### config.mk
export PLATFORM = sky130hd
export DESIGN_NAME = blk_xfer_engine
export DESIGN_NICKNAME = d
export VERILOG_FILES = /design/src/rtl/blk_xfer_pkg.sv /design/src/rtl/blk_xfer_stepper.sv /design/src/rtl/blk_xfer_count.sv /design/src/rtl/blk_xfer_ctrl.sv /design/src/rtl/blk_xfer_engine.sv
export SDC_FILE = /design/constraint.sdc
export NUM_CORES = 1
export LEC_CHECK = 0
export ABC_AREA = 1
export BUFFER_PORTS_ARGS = -buffer_cell sky130_fd_sc_hd__buf_2
export CAP_MARGIN = 20
export CORE_ASPECT_RATIO = 1.5
export CORE_MARGIN = 4
export CORE_UTILIZATION = 33
export DETAILED_ROUTE_END_ITERATION = 7
export GPL_TIMING_DRIVEN = 1
export HOLD_SLACK_MARGIN = 0.05
export PLACE_DENSITY_LB_ADDON = 0.2
export SLEW_MARGIN = 20
export SYNTH_ARGS = -nofsm -noshare
export SYNTH_HDL_FRONTEND = slang
export SYNTH_HIERARCHICAL = 1
export SYNTH_SLANG_ARGS = --single-unit
### constraint.sdc
create_clock -name clk -period 3.2 [get_ports clk]
set_input_delay 0.32 -clock clk [delete_from_list [all_inputs] [get_ports clk]]
set_output_delay 0.32 -clock clk [all_outputs]
set_load 0.005 [all_outputs]
### src/rtl/blk_xfer_pkg.sv
package blk_xfer_pkg;

    typedef enum logic [2:0] {
        MODE_UP_UP    = 3'd0,
        MODE_DN_DN    = 3'd1,
        MODE_UP_HOLD  = 3'd2,
        MODE_UP_SWING = 3'd3,
        MODE_SWING_UP = 3'd4
    } xfer_mode_t;

    typedef enum logic [1:0] {
        STEP_UP    = 2'd0,
        STEP_DOWN  = 2'd1,
        STEP_HOLD  = 2'd2,
        STEP_SWING = 2'd3
    } step_rule_t;

    typedef enum logic [1:0] {
        ST_IDLE  = 2'd0,
        ST_READ  = 2'd1,
        ST_WRITE = 2'd2,
        ST_DONE  = 2'd3
    } xfer_state_t;

    function automatic step_rule_t src_rule(input logic [2:0] code);
        step_rule_t r;
        unique case (code)
            MODE_DN_DN:    r = STEP_DOWN;
            MODE_SWING_UP: r = STEP_SWING;
            default:       r = STEP_UP;
        endcase
        return r;
    endfunction

    function automatic step_rule_t dst_rule(input logic [2:0] code);
        step_rule_t r;
        unique case (code)
            MODE_DN_DN:    r = STEP_DOWN;
            MODE_UP_HOLD:  r = STEP_HOLD;
            MODE_UP_SWING: r = STEP_SWING;
            default:       r = STEP_UP;
        endcase
        return r;
    endfunction

endpackage

### src/rtl/blk_xfer_stepper.sv
module blk_xfer_stepper
    import blk_xfer_pkg::*;
#(
    parameter int AW = 16
) (
    input  logic          clk,
    input  logic          rst_n,
    input  logic          load,
    input  logic [AW-1:0] base,
    input  step_rule_t    rule_i,
    input  logic          adv,
    output logic [AW-1:0] addr
);

    localparam logic [AW-1:0] ONE = AW'(1);

    step_rule_t rule_q;
    logic       phase_q;

    // Pointer, its stepping rule, and the swing phase (0 = at base).
    always_ff @(posedge clk or negedge rst_n) begin
        if (!rst_n) begin
            addr    <= '0;
            rule_q  <= STEP_UP;
            phase_q <= 1'b0;
        end else if (load) begin
            addr    <= base;
            rule_q  <= rule_i;
            phase_q <= 1'b0;
        end else if (adv) begin
            unique case (rule_q)
                STEP_UP:    addr <= addr + ONE;
                STEP_DOWN:  addr <= addr - ONE;
                STEP_HOLD:  addr <= addr;
                STEP_SWING: begin
                    addr    <= phase_q ? addr - ONE : addr + ONE;
                    phase_q <= ~phase_q;
                end
            endcase
        end
    end

endmodule

### src/rtl/blk_xfer_count.sv
module blk_xfer_count #(
    parameter int LW = 16
) (
    input  logic          clk,
    input  logic          rst_n,
    input  logic          load,
    input  logic [LW-1:0] len,
    input  logic          dec,
    output logic          last
);

    localparam logic [LW-1:0] ONE = LW'(1);

    logic [LW-1:0] left_q;

    // A loaded zero wraps through all ones, giving 2**LW bytes.
    always_ff @(posedge clk or negedge rst_n) begin
        if (!rst_n) begin
            left_q <= ONE;
        end else if (load) begin
            left_q <= len;
        end else if (dec) begin
            left_q <= left_q - ONE;
        end
    end

    assign last = (left_q == ONE);

endmodule

### src/rtl/blk_xfer_ctrl.sv
module blk_xfer_ctrl
    import blk_xfer_pkg::*;
(
    input  logic clk,
    input  logic rst_n,
    input  logic start,
    input  logic last,
    output logic load,
    output logic src_adv,
    output logic dst_adv,
    output logic cnt_dec,
    output logic rd,
    output logic wr,
    output logic busy,
    output logic done
);

    xfer_state_t state_q;
    xfer_state_t state_d;

    always_comb begin
        state_d = state_q;
        unique case (state_q)
            ST_IDLE:  if (start) state_d = ST_READ;                 // accept
            ST_READ:  state_d = ST_WRITE;                           // fetch
            ST_WRITE: state_d = last ? ST_DONE : ST_READ;           // finish / next
            ST_DONE:  state_d = ST_IDLE;                            // retire
        endcase
    end

    always_ff @(posedge clk or negedge rst_n) begin
        if (!rst_n) state_q <= ST_IDLE;
        else        state_q <= state_d;
    end

    always_comb begin
        load    = 1'b0;
        src_adv = 1'b0;
        dst_adv = 1'b0;
        cnt_dec = 1'b0;
        rd      = 1'b0;
        wr      = 1'b0;
        busy    = 1'b0;
        done    = 1'b0;
        unique case (state_q)
            ST_IDLE:  load = start;
            ST_READ: begin
                rd      = 1'b1;
                src_adv = 1'b1;
                busy    = 1'b1;
            end
            ST_WRITE: begin
                wr      = 1'b1;
                dst_adv = 1'b1;
                cnt_dec = 1'b1;
                busy    = 1'b1;
            end
            ST_DONE:  done = 1'b1;
        endcase
    end

endmodule

### src/rtl/blk_xfer_engine.sv
module blk_xfer_engine
    import blk_xfer_pkg::*;
#(
    parameter int AW = 16,
    parameter int LW = 16,
    parameter int DW = 8
) (
    input  logic          clk,
    input  logic          rst_n,
    input  logic          start,
    input  logic [AW-1:0] src_i,
    input  logic [AW-1:0] dst_i,
    input  logic [LW-1:0] len_i,
    input  logic [2:0]    mode_i,
    output logic [AW-1:0] mem_addr,
    output logic          mem_rd,
    output logic          mem_wr,
    output logic [DW-1:0] mem_wdata,
    input  logic [DW-1:0] mem_rdata,
    output logic          busy,
    output logic          done
);

    logic          load;
    logic          src_adv;
    logic          dst_adv;
    logic          cnt_dec;
    logic          last;
    logic [AW-1:0] src_addr;
    logic [AW-1:0] dst_addr;

    blk_xfer_ctrl u_ctrl (
        .clk     (clk),
        .rst_n   (rst_n),
        .start   (start),
        .last    (last),
        .load    (load),
        .src_adv (src_adv),
        .dst_adv (dst_adv),
        .cnt_dec (cnt_dec),
        .rd      (mem_rd),
        .wr      (mem_wr),
        .busy    (busy),
        .done    (done)
    );

    blk_xfer_stepper #(.AW(AW)) u_src (
        .clk    (clk),
        .rst_n  (rst_n),
        .load   (load),
        .base   (src_i),
        .rule_i (src_rule(mode_i)),
        .adv    (src_adv),
        .addr   (src_addr)
    );

    blk_xfer_stepper #(.AW(AW)) u_dst (
        .clk    (clk),
        .rst_n  (rst_n),
        .load   (load),
        .base   (dst_i),
        .rule_i (dst_rule(mode_i)),
        .adv    (dst_adv),
        .addr   (dst_addr)
    );

    blk_xfer_count #(.LW(LW)) u_cnt (
        .clk   (clk),
        .rst_n (rst_n),
        .load  (load),
        .len   (len_i),
        .dec   (cnt_dec),
        .last  (last)
    );

    assign mem_addr  = mem_wr ? dst_addr : src_addr;
    assign mem_wdata = mem_rdata;

endmodule

* Word level (Yosys, flattened, before mapping) *
Cells that the tools add are included.

operators by class
  mux-type cells = 27
  reductions and logical operators = 12
  eq/ne operators = 17
  add/sub/neg operators = 5
  bitwise logic cells = 2

operator list
  kind                   count
  $mux 16                9
  $pmux 16 s3            2
  $sub 16x1->16 const B  3
  $add 16x1->16 const B  2
  $eq 16x1->1 const B    1
  $eq 2x2->1 const B     6
  $mux 1                 11
  $pmux 2 s4             1
  $reduce_and 2->1       4
  $reduce_bool 2->1      4
  $eq 2x1->1 const B     3
  $eq 3x2->1 const B     2
  $logic_not 2->1        3
  $ne 2x2->1 const B     3
  $pmux 2 s3             1
  $mux 2                 2
  $pmux 2 s2             1
  $eq 3x1->1 const B     1
  $eq 3x3->1 const B     1
  $not 1->1              2
  $reduce_or 2->1        1

storage, ports and cells
  logic and storage cells = 71
  output and inout port bits = 28
  flip-flop bits (word level) = 56

* Longest topological paths before layout *
  word-level depth = 5
  mapped depth = 11
  gate-level depth less buffers = 11

* By module *
The synthesis kept the hierarchy.

modules (own cells, without submodules)
  module            cells an instance  sequential area each (um^2)  area an instance (um^2)  instances
  blk_xfer_stepper  267                475.5                        1665.3                   2
  blk_xfer_count    163                401.6                        1141.1                   1
  blk_xfer_engine   69                 0.0                          347.8                    1
  blk_xfer_ctrl     24                 50.0                         193.9                    1

* Worst setup path after synthesis *
Ideal clock, no wire load.

  path type = register to register
  start = register u_ctrl.state_q[0]
  end = register u_dst.addr[6]
  data required time = 3.072 ns
  setup time = 0.128 ns
  stages on the path, launching flop included = 11
  buffers on the path = 1
  slack = 1.476 ns
  period minus slack after synthesis = 1.724 ns
  arrival time = 1.596 ns
  cell sequence = dfrtp_1 -> inv_1 -> ha_1 -> nand2_1 -> inv_1 -> buf_2 -> clkinv_1 -> nand2_1 -> inv_2 -> nand2_1 -> o211ai_2

between the ends
  word-level cells in the longest chain between the ends = 4
  elaborated cells between the ends (all ways) = 8

RTL lines
  what                                                              RTL line                text
  start: declaration                                                blk_xfer_ctrl.sv:18     xfer_state_t state_q;
  start signal: assignment                                          blk_xfer_ctrl.sv:33     else state_q <= state_d;
  $logic_not 2->1 *                                                 blk_xfer_ctrl.sv:45     unique case (state_q)
  $mux 1 *                                                          blk_xfer_ctrl.sv:45
  via load                                                          blk_xfer_engine.sv:24   logic load;
  $ne 2x2->1 (no line) / $reduce_bool 2->1 (equally long branches)  n/a
  $reduce_and 2->1 (no line)                                        n/a
  end signal: assignment                                            blk_xfer_stepper.sv:33  STEP_DOWN: addr <= addr - ONE;
  end signal: assignment                                            blk_xfer_stepper.sv:34  STEP_HOLD: addr <= addr;
  end signal: assignment                                            blk_xfer_stepper.sv:36  addr <= phase_q ? addr - ONE : addr + ONE;
  end: declaration                                                  blk_xfer_stepper.sv:12  output logic [AW-1:0] addr

The timed path passes the listed nets; every way through them passes the cells marked *.
A chain may end at the register's enable or synchronous reset.

* Worst setup path in the final report *
  start = register u_ctrl.state_q[0]
  end = register u_cnt.left_q[6]

between the ends
  word-level cells in the longest chain between the ends = 3
  elaborated cells between the ends (all ways) = 6

RTL lines
  what                                                 RTL line               text
  $logic_not 2->1 *                                    blk_xfer_ctrl.sv:45
  $mux 1 *                                             blk_xfer_ctrl.sv:45
  via load                                             blk_xfer_engine.sv:24
  $mux 16 / $reduce_bool 2->1 (equally long branches)  n/a
  end signal: assignment                               blk_xfer_count.sv:21   left_q <= len;
  end signal: assignment                               blk_xfer_count.sv:23   left_q <= left_q - ONE;
  end: declaration                                     blk_xfer_count.sv:14   logic [LW-1:0] left_q;

Marks and branches as above.

==> results.sh <==
export IMPL_relSlewSlack_pct=46.12
export IMPL_drt_pass1_iterations=5
export IMPL_final_nets=917
export IMPL_antenna_cells=0
export IMPL_core_area_um2=14730
export IMPL_clk_path_buf_depth=2
export IMPL_die_w_um=108.6
export IMPL_cts_sinks=56
export IMPL_leakagePower_nw=2.855
export IMPL_worstPathRequired_ps=3440
export IMPL_wl_met2_um=7352
export IMPL_synth_cells=790
export IMPL_cts_resized=0
export IMPL_synth_fp_nets=863
export IMPL_path_class="register to register"
export IMPL_whs_path_depth=3
export IMPL_grt_use_total_pct=17.33
export IMPL_regArea_um2=1403
export IMPL_grt_pass1_wl_um=24320
export IMPL_cp_end_kind="register"
export IMPL_synthTopCellsByArea="dfrtp_1 (27%), nand2_1 (21%), inv_1 (6.7%), nor2_1 (6.7%), nand3_1 (6.1%)"
export IMPL_clk_insertion_delay_late_ps=300
export IMPL_ant_nets=0
export IMPL_synth_top_area_share_pct=27.45
export IMPL_rr_worst_depth=9
export IMPL_dieArea_um2=17270
export IMPL_port_buffers=73
export IMPL_cp_start_kind="register"
export IMPL_vias=4976
export IMPL_muxShareOfSynthArea_pct=0
export IMPL_areaGrowthSynthToFinish_pct=11.45
export IMPL_postCtsHoldBufs=0
export IMPL_hold_end="u_src/addr[11]"
export IMPL_syn_area_per_cell_um2=6.346
export IMPL_synth_top_family_by_area="simple AND/OR/NAND/NOR gates"
export IMPL_post_cts_buffers=0
export IMPL_h_tree_depth=2
export IMPL_grt_max_degree=42
export IMPL_wl_met1_um=6406
export IMPL_rsz0062_at_grt="no"
export IMPL_timing_setup_tns_ps=0
export IMPL_rows=54
export IMPL_drive_gt1_share_pct=17.16
export IMPL_period_share_pct=74.81
export IMPL_path_cells="inv_1 > ha_1 > nand2_1 > inv_2 > nor2_1 > inv_1 > o21ai_0 > a31oi_1 > nand2_1"
export IMPL_outcome="finished clean"
export IMPL_rr_startpoint="u_ctrl/state_q[0]"
export IMPL_synth_simple_gate_area_share_pct=40.15
export IMPL_yosys_area_share_xor_xnor_pct=2.945
export IMPL_crit_fanout=23
export IMPL_p_per_area_nw_per_um2=972.6
export IMPL_wire_per_inst_um=13.93
export IMPL_grt_pass1_vias=4909
export IMPL_layout_setup_ws_ps=806.2
export IMPL_cts_tree="done"
export IMPL_preCtsSetupSlack_ps=805.3
export IMPL_post_synth_fa_ha_maj_area_fraction_pct=2.745
export IMPL_yosys_area_top_type="dfrtp_1"
export IMPL_cts_made_buffers=5
export IMPL_place_hpwl_um=11090
export IMPL_dpl_instance_area_um2=5426
export IMPL_yosysSeqAreaShare_pct=27.98
export IMPL_cp_arrival_ps=2630
export IMPL_die_h_um=159.0
export IMPL_synth_compound_area_share_pct=13.78
export IMPL_routed_via_density=4.780
export IMPL_drt_iter0_drc=306
export IMPL_slowest_delay_ps=680
export IMPL_fmax_ghz=0.4177
export IMPL_min_path_type="input pin to register"
export IMPL_cp_top_family="simple AND/OR/NAND/NOR gates"
export IMPL_io_pins=90
export IMPL_nFillCells=1670
export IMPL_ir_drop_uv=346.3
export IMPL_cap_violations=0
export IMPL_min_period_ps=2394
export IMPL_multi_input_area_um2=2989
export IMPL_ys_ff_latch=56
export IMPL_dr_wl_met3_um=522
export IMPL_final_cell_area_um2=5588
export IMPL_drc=0
export IMPL_r2r_end="u_cnt/left_q[6]"
export IMPL_root_buffer="clkbuf_16"
export IMPL_yosys_warnings=6
export IMPL_antenna_found_initial=0
export IMPL_hp_start="src_i[11]"
export IMPL_path_clk_slew_ps=80
export IMPL_fin_skew_ps=7.914
export IMPL_gp_congestion=0.8388
export IMPL_wirelength_um=14500
export IMPL_slowest_stage="nor2_1"
export IMPL_p_total_mw=5.435
export IMPL_worstMarginPinSlew_ps=805.3
export IMPL_r2r_slack_ps=810
export IMPL_highest_layer="met4"
export IMPL_start_util_pct=34.04
export IMPL_cp_num_buf_inv=3
export IMPL_cp_startpoint="u_ctrl/state_q[0]"
export IMPL_synth_distinct_cells=44
export IMPL_hold_viol_final=0
export IMPL_grt_overflow_total=0
export IMPL_drv_slew=0
export IMPL_synth_area_um2=5014
export IMPL_setup_viol=0
[synth_stat cells (all sizes together)]
| master | instances |
|---|---|
| o22ai | 3 |
| o211ai | 8 |
| buf | 31 |
| nand2 | 287 |
| or2 | 1 |
| clkbuf | 3 |
| nand3b | 2 |
| clkinv | 2 |
| nor4 | 1 |
| o21ai | 56 |
| nor2 | 105 |
| dfstp | 1 |
| o21bai | 12 |
| a21oi | 11 |
| a22o | 2 |
| nand4 | 10 |
| a31oi | 1 |
| a22oi | 8 |
| xor2 | 15 |
| xnor2 | 1 |
| inv | 97 |
| nand3 | 63 |
| o221ai | 2 |
| ha | 11 |
| nor3 | 2 |
| dfrtp | 55 |
[stage by stage]
stage / instances / utilization, % / hold slack [ps]
finish: 1041 / 37.94 / 237.3
global route: 1041 / 37.94 / 242.5
CTS: 1040 / 37.85 / 208.6
detailed placement: 1032 / 36.84 / 520.9
global placement: 1032 / 36.84 / 513.0
floorplan: 790 / - / 24.41
[cells by family after synthesis]
kind of cell | Yosys count
buffers and inverters | 133
AO/OA/AOI/OAI | 103
flip-flops | 56
adder cells (fa/ha/maj) | 11
AND/OR/NAND/NOR | 471
XOR/XNOR | 16
[power by group]
part	internal, mW	switching, mW	leakage (nW)
combinational	1.18	2.03	2.08
clock	0.311	0.277	0.0766
sequential	1.05	0.582	0.700
total	2.54	2.89	2.85
[placed cells by master (no fill, tap or decap), drive strengths merged, types with 2 or more instances in the layout]
cell type    n
nand4       10
nor3         2
nand3       63
o21ai       56
nand3b       2
nand2      287
o221ai       2
clkbuf       6
o21bai      12
ha          11
dfrtp       55
a21oi       11
o22ai        3
xor2        15
nor2       105
o211ai       8
clkinv       4
a22oi        8
buf         80
a22o         2
inv         97
[tightest hold or removal path, stage by stage]
cell and delay, ps:
buf_2 70, nand2_1 40, nand3_1 70
[per-layer routing]
metal | vias to the layer above | global-route usage (%)
met5 | - | 0
met4 | 0 | 4.940
met2 | 84 | 30.16
met3 | 17 | 2.231
li1 | 2599 | -
met1 | 2276 | 22.13
[sequential cells by signal (all words and copies together) (netlist names)]
| register | cells |
|---|---|
| u_dst/phase_q | 1 |
| u_cnt/left_q | 16 |
| u_src/phase_q | 1 |
| u_dst/rule_q | 2 |
| u_ctrl/state_q | 2 |
| u_src/addr | 16 |
| u_src/rule_q | 2 |
| u_dst/addr | 16 |
[final cells by class]
type,instances,area share [%]
multi-input combinational,601,53.49
sequential,56,25.10
timing repair buffer,81,7.703
inverter,99,6.650
tap,196,4.389
clock buffer,6,2.485
clock inverter,2,0.1791
[worst max-delay path by stage]
stage,cells past startpoint,slack (ps),endpoint
3_3_place_gp,10,850,u_dst/addr[14]
4_1_cts,9,800,u_dst/addr[2]
3_5_place_dp,9,810,u_cnt/left_q[6]
2_1_floorplan,10,1480,u_dst/addr[6]
6_report,9,810,u_cnt/left_q[6]
5_1_grt,9,570,u_cnt/left_q[6]
No activity file was read; power rests on OpenSTA's default activity.
